$ cat src/rtl/bsm_pkg.sv
// Shared constants, types and codeword functions for the byte-lane memory.
// Codeword layout: bit 0 is overall parity; bits HAM_LEN..1 are Hamming
// positions 1..HAM_LEN, with checks at powers of two and data elsewhere.
package bsm_pkg;
    localparam int LANE_W  = 8;
    localparam int HAM_PAR = 4;
    localparam int HAM_LEN = LANE_W + HAM_PAR;
    localparam int CODE_W  = HAM_LEN + 1;
    localparam int SYN_W   = HAM_PAR;
    localparam int IDX_W   = $clog2(CODE_W);
    localparam int DIDX_W  = $clog2(LANE_W);

    typedef logic [CODE_W-1:0] lane_code_t;
    typedef logic [LANE_W-1:0] lane_data_t;

    // Build one lane codeword from a data byte.
    function automatic lane_code_t code_pack(lane_data_t d);
        lane_code_t cw;
        logic [DIDX_W-1:0] k;
        logic b;
        cw = '0;
        k  = '0;
        for (int pos = 1; pos <= HAM_LEN; pos++) begin
            if ((pos & (pos - 1)) != 0) begin
                cw[IDX_W'(pos)] = d[k];
                k = k + 1'b1;
            end
        end
        for (int p = 0; p < HAM_PAR; p++) begin
            b = 1'b0;
            for (int pos = 1; pos <= HAM_LEN; pos++) begin
                if (((pos >> p) & 1) == 1) b = b ^ cw[IDX_W'(pos)];
            end
            cw[IDX_W'(1 << p)] = b;
        end
        cw[0] = ^cw[HAM_LEN:1];
        return cw;
    endfunction

    // Pull the data byte back out of a codeword.
    function automatic lane_data_t code_data(lane_code_t cw);
        lane_data_t d;
        logic [DIDX_W-1:0] k;
        d = '0;
        k = '0;
        for (int pos = 1; pos <= HAM_LEN; pos++) begin
            if ((pos & (pos - 1)) != 0) begin
                d[k] = cw[IDX_W'(pos)];
                k = k + 1'b1;
            end
        end
        return d;
    endfunction
endpackage

$ cat src/rtl/bsm_lane_enc.sv
// Lane encoder: combinational data byte to 13-bit codeword.
// Assumes the codeword layout defined in bsm_pkg.
module bsm_lane_enc
    import bsm_pkg::*;
(
    input  lane_data_t data_i,
    output lane_code_t code_o
);
    // Encode the byte.
    assign code_o = code_pack(data_i);
endmodule

$ cat src/rtl/bsm_lane_dec.sv
// Lane decoder: computes syndrome and overall parity, repairs a single
// fault and classifies the result. Purely combinational.
// Assumes a syndrome beyond HAM_LEN with bad parity is a multi-bit fault.
module bsm_lane_dec
    import bsm_pkg::*;
(
    input  lane_code_t code_i,
    output lane_data_t data_o,
    output logic       corr_o,
    output logic       dbl_o
);
    logic [SYN_W-1:0] syn;
    logic             par_bad;
    logic             syn_ok;
    lane_code_t       fixed;

    // Syndrome: XOR of the positions of all set bits.
    always_comb begin
        syn = '0;
        for (int pos = 1; pos <= HAM_LEN; pos++) begin
            if (code_i[IDX_W'(pos)]) syn = syn ^ SYN_W'(pos);
        end
    end

    assign par_bad = ^code_i;
    assign syn_ok  = (syn <= SYN_W'(HAM_LEN));

    // Flip the bit the syndrome points at when the fault is correctable.
    always_comb begin
        fixed = code_i;
        if (par_bad && syn_ok && (syn != '0)) begin
            fixed[IDX_W'(syn)] = ~code_i[IDX_W'(syn)];
        end
    end

    assign corr_o = par_bad && syn_ok;
    assign dbl_o  = (!par_bad && (syn != '0)) || (par_bad && !syn_ok);
    assign data_o = code_data(fixed);
endmodule

$ cat src/rtl/bsm_lane_store.sv
// Lane storage: one codeword per address, cleared by reset to the all-zero
// codeword (the valid encoding of zero). Asynchronous read of the entry.
module bsm_lane_store
    import bsm_pkg::*;
#(
    parameter int ADDR_W = 4,
    localparam int DEPTH = 1 << ADDR_W
) (
    input  logic              clk,
    input  logic              rst_n,
    input  logic              wr_i,
    input  logic [ADDR_W-1:0] addr_i,
    input  lane_code_t        code_i,
    output lane_code_t        code_o
);
    lane_code_t mem [DEPTH];

    // Clear on reset, otherwise store the codeword on a lane write.
    always_ff @(posedge clk) begin
        if (!rst_n) begin
            for (int i = 0; i < DEPTH; i++) mem[i] <= '0;
        end else if (wr_i) begin
            mem[addr_i] <= code_i;
        end
    end

    assign code_o = mem[addr_i];
endmodule

$ cat src/rtl/bsm_flag_merge.sv
// Flag merge: folds per-lane repair and loss indications of the enabled
// lanes into the two shared status bits.
module bsm_flag_merge #(
    parameter int LANES = 2
) (
    input  logic [LANES-1:0] lane_on,
    input  logic [LANES-1:0] lane_corr,
    input  logic [LANES-1:0] lane_dbl,
    output logic             any_corr,
    output logic             any_dbl
);
    // OR-reduce over enabled lanes.
    assign any_corr = |(lane_corr & lane_on);
    assign any_dbl  = |(lane_dbl & lane_on);
endmodule

$ cat src/rtl/bytewise_secded_mem.sv
// Top: word memory with an independent SEC-DED code per byte lane.
// One request per cycle; read results are registered (1-cycle latency).
// Assumes inj_mask is held at zero outside fault-injection tests.
module bytewise_secded_mem
    import bsm_pkg::*;
#(
    parameter int ADDR_W = 4,
    parameter int LANES  = 2,
    localparam int DATA_W = LANES * LANE_W,
    localparam int MASK_W = LANES * CODE_W
) (
    input  logic              clk,
    input  logic              rst_n,
    input  logic              req_en,
    input  logic              wr_en,
    input  logic              rd_oe,
    input  logic [ADDR_W-1:0] addr,
    input  logic [LANES-1:0]  byte_en,
    input  logic [DATA_W-1:0] wdata,
    input  logic [MASK_W-1:0] inj_mask,
    output logic              rd_vld,
    output logic [DATA_W-1:0] rd_data,
    output logic              corr_flag,
    output logic              uncorr_flag
);
    logic              rd_fire;
    logic              wr_fire;
    logic [LANES-1:0]  lane_corr;
    logic [LANES-1:0]  lane_dbl;
    logic [DATA_W-1:0] lane_rdata;
    logic              any_corr;
    logic              any_dbl;

    assign rd_fire = req_en && !wr_en && rd_oe;
    assign wr_fire = req_en && wr_en;

    for (genvar l = 0; l < LANES; l++) begin : g_lane
        lane_code_t enc_code;
        lane_code_t wr_code;
        lane_code_t rd_code;
        lane_data_t dec_data;

        bsm_lane_enc u_enc (
            .data_i (wdata[l*LANE_W +: LANE_W]),
            .code_o (enc_code)
        );

        assign wr_code = enc_code ^ inj_mask[l*CODE_W +: CODE_W];

        bsm_lane_store #(.ADDR_W(ADDR_W)) u_store (
            .clk    (clk),
            .rst_n  (rst_n),
            .wr_i   (wr_fire && byte_en[l]),
            .addr_i (addr),
            .code_i (wr_code),
            .code_o (rd_code)
        );

        bsm_lane_dec u_dec (
            .code_i (rd_code),
            .data_o (dec_data),
            .corr_o (lane_corr[l]),
            .dbl_o  (lane_dbl[l])
        );

        assign lane_rdata[l*LANE_W +: LANE_W] = byte_en[l] ? dec_data : '0;
    end

    bsm_flag_merge #(.LANES(LANES)) u_merge (
        .lane_on   (byte_en),
        .lane_corr (lane_corr),
        .lane_dbl  (lane_dbl),
        .any_corr  (any_corr),
        .any_dbl   (any_dbl)
    );

    // Register read results; outputs are zero when no enabled read occurred.
    always_ff @(posedge clk) begin
        if (!rst_n) begin
            rd_vld      <= 1'b0;
            rd_data     <= '0;
            corr_flag   <= 1'b0;
            uncorr_flag <= 1'b0;
        end else begin
            rd_vld      <= rd_fire;
            rd_data     <= rd_fire ? lane_rdata : '0;
            corr_flag   <= rd_fire && any_corr;
            uncorr_flag <= rd_fire && any_dbl;
        end
    end
endmodule

$ cat config.mk
export PLATFORM = sky130hd
export DESIGN_NAME = bytewise_secded_mem
export DESIGN_NICKNAME = d
export VERILOG_FILES = /design/src/rtl/bsm_pkg.sv /design/src/rtl/bsm_lane_enc.sv /design/src/rtl/bsm_lane_dec.sv /design/src/rtl/bsm_lane_store.sv /design/src/rtl/bsm_flag_merge.sv /design/src/rtl/bytewise_secded_mem.sv
export SDC_FILE = /design/constraint.sdc
export NUM_CORES = 1
export LEC_CHECK = 0
export BUFFER_PORTS_ARGS = -buffer_cell sky130_fd_sc_hd__buf_2
export CAP_MARGIN = 25
export CORE_UTILIZATION = 60
export DETAILED_ROUTE_END_ITERATION = 10
export HOLD_SLACK_MARGIN = 0.05
export PLACE_DENSITY = 0.78
export SETUP_SLACK_MARGIN = 0.05
export SLEW_MARGIN = 5
export SYNTH_ARGS = -nofsm -noshare
export SYNTH_HDL_FRONTEND = slang
export SYNTH_SLANG_ARGS = --single-unit
$ cat constraint.sdc
create_clock -name clk -period 4.3 [get_ports clk]
set_input_delay 0.43 -clock clk [delete_from_list [all_inputs] [get_ports clk]]
set_output_delay 0.43 -clock clk [all_outputs]
set_load 0.01 [all_outputs]
# [Yosys cells after proc, flatten, opt, wreduce, memory -nomap -nowiden]
# Memories as Yosys holds them, arrays and structs flattened.
# Index checks and enable logic that the tools add are counted.
[word_totals] reg_bits=11 mem_bits_rw=416 in_bits=53 out_inout_bits=19 elab_cells=106 memories=2
[classes] order_cmp=6 mux=39 n_bitwise=18 reduce_logical=36
[memory_table] name="g_lane[0].u_store.mem" depth=16 word_bits=13 read_ports=1 rd_clocked_by_memory_dff=0 wr=16 line="bsm_lane_store.sv:16" text="lane_code_t mem [DEPTH];"
[memory_table] name="g_lane[1].u_store.mem" depth=16 word_bits=13 read_ports=1 rd_clocked_by_memory_dff=0 wr=16 line="bsm_lane_store.sv:16"
[op_table] op="bitwise mux 13 bit" n=2
[op_table] op="2-to-1 mux 13 bit" n=2
[op_table] op="OR reduction 13 bit" n=2
[op_table] op="parity 13 bit" n=2
[op_table] op="XOR 8 x 13 -> 13 bit" n=2
[op_table] op="2-to-1 mux 3 bit" n=8
[op_table] op="parity 12 bit" n=2
[op_table] op="logical AND 1 bit" n=17
[op_table] op="2-to-1 mux 8 bit" n=2
[op_table] op="2-to-1 mux 1 bit" n=15
[op_table] op="NOT 2 bit" n=6
[op_table] op="less-than comparator 3 x 5 -> 1 bit, second input constant" n=2
[op_table] op="binary-select mux 1 bit (select 4 bit)" n=2
[op_table] op="demux 1 bit (select 4 bit)" n=2
[op_table] op="<= comparator 3 x 4 -> 1 bit, second input constant" n=2
[op_table] op="2-to-1 mux 2 bit" n=4
[op_table] op="2-to-1 mux 4 bit" n=2
[op_table] op="nonzero test 4 bit" n=2
[op_table] op=">= comparator 3 x 1 -> 1 bit, second input constant" n=2
[op_table] op="NOT 3 bit" n=2
[op_table] op="AND reduction 3 bit" n=2
[op_table] op="zero test 1 bit" n=5
[op_table] op="bitwise AND 2 bit" n=2
[op_table] op="NOT 1 bit, first input constant" n=4
[op_table] op="other kinds (3)" n=6

# [Logic depth before layout (Yosys ltp)]
# An unclocked memory read counts as a cell.
[logic_depth] word_depth=19 ltp_mapped=14 mapped_depth_nobuf=10

# [Modules after synthesis]
# Synthesis repeated with hierarchy kept, for this count alone.
[hier_totals] cells_unflattened=1433 area_unflattened_um2=21026.4
[modules_own_cells] mod="bsm_lane_store (g_lane[0].u_store)" n_inst=1 cells_per_inst=598 area_per_inst_um2=9501.6 seq_area_each_um2=6246.0
[modules_own_cells] mod="bsm_lane_store (g_lane[1].u_store)" n_inst=1 cells_per_inst=598 area_per_inst_um2=9472.8 seq_area_each_um2=6246.0
[modules_own_cells] mod="bsm_lane_dec" n_inst=2 cells_per_inst=66 area_per_inst_um2=504.2 seq_area_each_um2=0.0
[modules_own_cells] mod="bytewise_secded_mem" n_inst=1 cells_per_inst=71 area_per_inst_um2=785.8 seq_area_each_um2=380.4
[modules_own_cells] mod="bsm_lane_enc" n_inst=2 cells_per_inst=16 area_per_inst_um2=120.1 seq_area_each_um2=0.0
[modules_own_cells] mod="bsm_flag_merge" n_inst=1 cells_per_inst=2 area_per_inst_um2=17.5 seq_area_each_um2=0.0

# [Worst setup path before layout]
# OpenSTA, ideal clock, no wires.
[synth_timing] path_kind="input port to flip-flop" startpoint="input addr[1]" endpoint="register uncorr_flag" setup_ns=0.117 arrival_time_ns=3.318 required_ns=4.183 slack_ns=0.864 cell_stages=13 n_path_buf=5 path_cell_list="buf_2 -> buf_4 -> buf_4 -> buf_2 -> buf_1 -> mux4_2 -> a22oi_1 -> nand2_1 -> xor2_1 -> ha_1 -> inv_1 -> or3_1 -> a32o_1"
[synth_between] elab_chain_len=18 elab_cells_between_ends=43 classes_between="order compare: 2; mux: 14; bitwise: 9; reduce/logical: 16; memory: 2"
[synth_rtl] item="start, declared" line="bytewise_secded_mem.sv:17" text="input logic [ADDR_W-1:0] addr,"
[synth_rtl] item="memory read (16 x 13 bit)"
[synth_rtl] item="2-to-1 mux 1 bit" line="bsm_lane_dec.sv:21" text="if (code_i[IDX_W'(pos)]) syn = syn ^ SYN_W'(pos);"
[synth_rtl] item="2-to-1 mux 2 bit" line="bsm_lane_dec.sv:21"
[synth_rtl] item="NOT 2 bit (no source line)"
[synth_rtl] item="2-to-1 mux 2 bit" line="bsm_lane_dec.sv:21"
[synth_rtl] item="2-to-1 mux 3 bit" line="bsm_lane_dec.sv:21"
[synth_rtl] item="NOT 2 bit (no source line)"
[synth_rtl] item="2-to-1 mux 3 bit (2 in a row)" line="bsm_lane_dec.sv:21"
[synth_rtl] item="NOT 3 bit (no source line)"
[synth_rtl] item="2-to-1 mux 3 bit" line="bsm_lane_dec.sv:21"
[synth_rtl] item="<= comparator 3 x 4 -> 1 bit" line="bsm_lane_dec.sv:26" text="assign syn_ok = (syn <= SYN_W'(HAM_LEN));"
[synth_rtl] item="zero test 1 bit" line="bsm_lane_dec.sv:37" text="assign dbl_o = (!par_bad && (syn != '0)) || (par_bad && !syn_ok);"
[synth_rtl] item="logical AND 1 bit" line="bsm_lane_dec.sv:37"
[synth_rtl] item="logical OR 1 bit" line="bsm_lane_dec.sv:37"
[synth_rtl] item="bitwise AND 2 bit *" line="bsm_flag_merge.sv:14" text="assign any_dbl = |(lane_dbl & lane_on);"
[synth_rtl] item="OR reduction 2 bit *" line="bsm_flag_merge.sv:14"
[synth_rtl] item="logical AND 1 bit *" line="bytewise_secded_mem.sv:88" text="uncorr_flag <= rd_fire && any_dbl;"
[synth_rtl] item="end signal, assigned" line="bytewise_secded_mem.sv:88"
[synth_rtl] item="end, declared" line="bytewise_secded_mem.sv:24" text="output logic uncorr_flag"
# Every way passes the cells marked *; elsewhere a longest branch is shown, timed or not.
# A chain may end at the register's enable or synchronous reset.

# [Worst setup path in the final report]
[layout_timing] startpoint="input addr[0]" endpoint="register rd_data[8]"
[layout_between] elab_chain_len=17 elab_cells_between_ends=27 classes_between="order compare: 3; mux: 13; bitwise: 5; reduce/logical: 5; memory: 1"
[layout_rtl] item="memory read (16 x 13 bit) *"
[layout_rtl] item="2-to-1 mux 1 bit" line="bsm_lane_dec.sv:21"
[layout_rtl] item="2-to-1 mux 2 bit" line="bsm_lane_dec.sv:21"
[layout_rtl] item="NOT 2 bit (no source line)"
[layout_rtl] item="2-to-1 mux 2 bit" line="bsm_lane_dec.sv:21"
[layout_rtl] item="2-to-1 mux 3 bit" line="bsm_lane_dec.sv:21"
[layout_rtl] item="NOT 2 bit (no source line)"
[layout_rtl] item="2-to-1 mux 3 bit (2 in a row)" line="bsm_lane_dec.sv:21"
[layout_rtl] item="NOT 3 bit (no source line)"
[layout_rtl] item="2-to-1 mux 3 bit" line="bsm_lane_dec.sv:21"
[layout_rtl] item="less-than comparator 3 x 5 -> 1 bit (implied by the code) or >= comparator 3 x 1 -> 1 bit (tied branches)" line="bsm_lane_dec.sv:32" text="fixed[IDX_W'(syn)] = ~code_i[IDX_W'(syn)];"
[layout_rtl] item="logical AND 1 bit (implied by the code)" line="bsm_lane_dec.sv:32"
[layout_rtl] item="2-to-1 mux 1 bit (implied by the code)" line="bsm_lane_dec.sv:32"
[layout_rtl] item="demux 1 bit (select 4 bit)"
[layout_rtl] item="bitwise mux 13 bit" line="bsm_lane_dec.sv:32"
[layout_rtl] item="2-to-1 mux 8 bit *" line="bsm_lane_dec.sv:31" text="if (par_bad && syn_ok && (syn != '0)) begin"
[layout_rtl] item="end signal, assigned" line="bytewise_secded_mem.sv:86" text="rd_data <= rd_fire ? lane_rdata : '0;"
[layout_rtl] item="end, declared" line="bytewise_secded_mem.sv:22" text="output logic [DATA_W-1:0] rd_data,"
# Every way passes the cells marked *; elsewhere a longest branch is shown, timed or not. The select of a mux whose other input is x is not followed.

==> results by group <==
Outcome
  – Status: finished, final reports clean

Detailed routing
  – DRC viols: 0
  – Avg WL per Cell: 24.8 um
  – Drt pass-1 iters: 6
  – Final wirelength: 44.8 mm
  – Via count: 11800
  – Number of routed nets with antenna violations: 0
  – Vias per inst: 6.51
  – Initial DRC Count: 1620

Pwr
  – Reg power frac: 49.6%
  – Switching power: 2.33 mW
  – Peak supply drop: 0.347 mV
  – Cell internal pwr: 7.42 mW
  – Power Total: 9.75 mW
  – Pwr dens: 448 mW/mm^2
  – Static Leakage: 8.43 nW
  – Clock Power Share: 38.5%
  – Gate power share: 11.9%
  – Sw frac: 23.9%

Synthesis
  – Syn Std Cell Area: 0.0197 sq mm
  – Syn_area_per_cell: 15.0 sq um
  – Syn Inst Count: 1310
  – Ys async rst share: 0%
  – Seq/Total Area, Yosys: 64.5%
  – Ys flop type: edfxtp_1
  – Yosys reg bits: 427
  – Ys Warns: 0
  – EDFF count, synth: 416
  – Post-synthesis cell type count: 54

Job
  – Max cap viols: 0

Global routing
  – Global-route met3 utilization: 7.09%
  – Largest net degree at the start of global routing: 63
  – Global-route usage over all layers: 27.5%
  – Vias in the first global route: 11700
  – Met2 Usage GRT: 42.3%
  – Most used routing layer: met2
  – Wire length of the first global-routing pass: 68.3 mm
  – Initial antenna violation count: 4
  – GR met1 Demand/Resource: 39.5%
  – Overflow after GRT: 0

Cells and area
  – Post-layout nets: 1391
  – Layout cell share with drive strength beyond 1: 21.1%
  – Layout area overhead: 10.4%
  – Final Util: 68.0%

STA
  – Setup TNS: 0 ps
  – Max-slew headroom: 45.7%
  – Slew of the pin with the lowest slew margin: 812 ps
  – RSZ-0062 raised after global routing: false
  – Fin Clk Skew: 23.4 ps
  – Period Utilization, post-route: 81.0%
  – Max Fclk: 0.287 GHz
  – WHS: 255 ps
  – Hold Vio Cnt, Final: 0
  – Max-slew violations: 0
  – Minimum clock period: 3480 ps
  – Final setup viols: 0

Floorplanning
  – Number of I/O pins: 72
  – Initial Util: 61.6%
  – # rows: 65
  – Die Y: 183 um
  – Total core area: 0.0320 sq mm
  – Die ar.: 0.0336 sq mm
  – Die Span X: 183 um

Setup path
  – Critical path endpoint category: flop
  – Startpoint Class: primary input
  – Required time of the critical path: 4760 ps
  – Worst Path Class, Setup: primary input to flop
  – CP max FO: 31
  – CP arrival: 3940 ps

Clocking
  – Total CTS buffers: 44
  – Resize count post-CTS: 0
  – Htree depth: 2
  – CTS max path bufs: 3
  – Setup bufs post-CTS: 0
  – Worst skew pair latency: 550 ps
  – CTS hold repair buffers: 0
  – Clk sinks: 427
  – CTS Root Cell: clkbuf_16
  – Clk slew on worst S/H paths: 60 ps
  – CTS tree: yes

Placement
  – Routability cong.: 0.821
  – HPWL after DPL: 27.2 mm
  – Port buffer count: 55

Hold path
  – Worst hold path class: primary input to flop
==> metal layers <==
layer	up-vias	share of wire, %
li1	5080	-
met1	5910	39
met2	713	47
met3	75	12
met4	2	1.7
met5	-	0.029
==> state kept, by name, indices dropped and copies added (netlist names) <==
signal / cells
g_lane.u_store.mem: 416
rd_data: 8
rd_vld: 1
corr_flag: 1
uncorr_flag: 1
==> synthesized netlist by cell type, types with 2 or more instances <==
cell type / instances / area (sq um)
a21oi_1: 2 / 10.0
a22o_1: 2 / 17.5
a22oi_1: 31 / 233
a22oi_2: 5 / 62.6
a31oi_1: 2 / 12.5
and2_1: 3 / 18.8
and3_1: 256 / 1600
and4b_1: 2 / 20.0
buf_1: 3 / 11.3
buf_12: 5 / 100
buf_2: 8 / 40.0
buf_4: 14 / 105
buf_6: 7 / 78.8
clkbuf_1: 91 / 342
dfxtp_1: 11 / 220
edfxtp_1: 416 / 12500
ha_1: 2 / 25.0
inv_1: 2 / 7.51
mux2i_1: 2 / 20.0
mux4_1: 16 / 420
mux4_2: 94 / 2120
nand2_1: 86 / 323
nand2_2: 4 / 25.0
nand2b_1: 3 / 18.8
nand3_1: 2 / 10.0
nand4_1: 4 / 25.0
nor2_1: 168 / 631
nor2b_1: 2 / 12.5
nor3_1: 3 / 15.0
nor4_1: 2 / 12.5
or3_1: 2 / 12.5
or4_1: 2 / 15.0
xnor2_1: 22 / 193
xnor2_4: 3 / 82.6
xnor3_1: 4 / 90.1
xor2_1: 10 / 87.6
xor2_2: 2 / 32.5
==> cells in the final DEF (no fill, tap or decap), drive strengths merged, types with 4 or more instances in the layout <==
cell type | synthesis | layout
a22oi | 36 | 36
and3 | 256 | 256
buf | 37 | 101
bufinv | 0 | 4
clkbuf | 91 | 55
clkinv | 0 | 16
clkinvlp | 0 | 4
conb | 1 | 8
dfxtp | 11 | 11
edfxtp | 416 | 416
inv | 3 | 6
mux4 | 110 | 110
nand2 | 90 | 90
nand4 | 4 | 4
nor2 | 168 | 168
xnor2 | 25 | 25
xnor3 | 5 | 5
xor2 | 12 | 12
==> layout make-up <==
class                   instances  area [sq um]
fillers                      2055         10200
repair buffers                101           679
multi-input cells             759          6370
flip-flops and latches        427         12700
well taps                     435           544
inverters                       3          11.3
clock buffers                  55          1160
diodes                          2          5.00
clock inverters                27           255
==> through the flow <==
step	worst slack [ps]	cell area (sq um)	std cells
after global placement	365	20300	1725
after global routing	673	21700	1809
after detailed placement	274	20300	1725
after CTS	845	21700	1807
after floorplan	864	19700	1317
final	819	21700	1809
==> path summary, 6_finish.rpt <==
kind	depth (start not counted)	start	slack, ps	end
worst max register to register	8	g_lane[1].u_store.mem[5][3]	860	rd_data[8]
worst min register to register	3	g_lane[0].u_store.mem[3][6]	840	rd_data[2]
worst max-delay path	9	addr[0]	820	rd_data[8]
worst min-delay path	3	byte_en[1]	260	rd_data[8]
==> critical path, cell delays in order <==
cell and delay [ps]:
buf_6 370, mux4_1 680, a22oi_1 280, nand2_1 240
xnor2_1 280, xnor3_1 490, xnor3_2 490, or4_1 490
a21oi_1 140
==> cell families (layout without fill, tap and decap cells) <==
family                   count (synthesis)  count (layout)  share of synthesized area (%)
flip-flops                             427             427                           64.5
buffers and inverters                  131             186                           3.49
other                                    1              10                         0.0190
multiplexers                           112             112                           13.0
XOR/XNOR                                42              42                           2.59
AND/OR/NAND/NOR                        542             542                           14.0
adder cells (fa/ha/maj)                  2               2                          0.127
AO/OA/AOI/OAI                           53              53                           2.22
==> power by group through the flow <==
stage | combinational, mW | clock, mW | sequential [mW]
floorplan | 0.840 | 0 | 4.89
global placement | 1.12 | 0 | 4.90
detailed placement | 1.14 | 0 | 4.92
CTS | 1.15 | 3.77 | 4.83
global route | 1.24 | 3.94 | 4.85
finish | 1.16 | 3.75 | 4.83
Power figures use the tool's default switching activity.
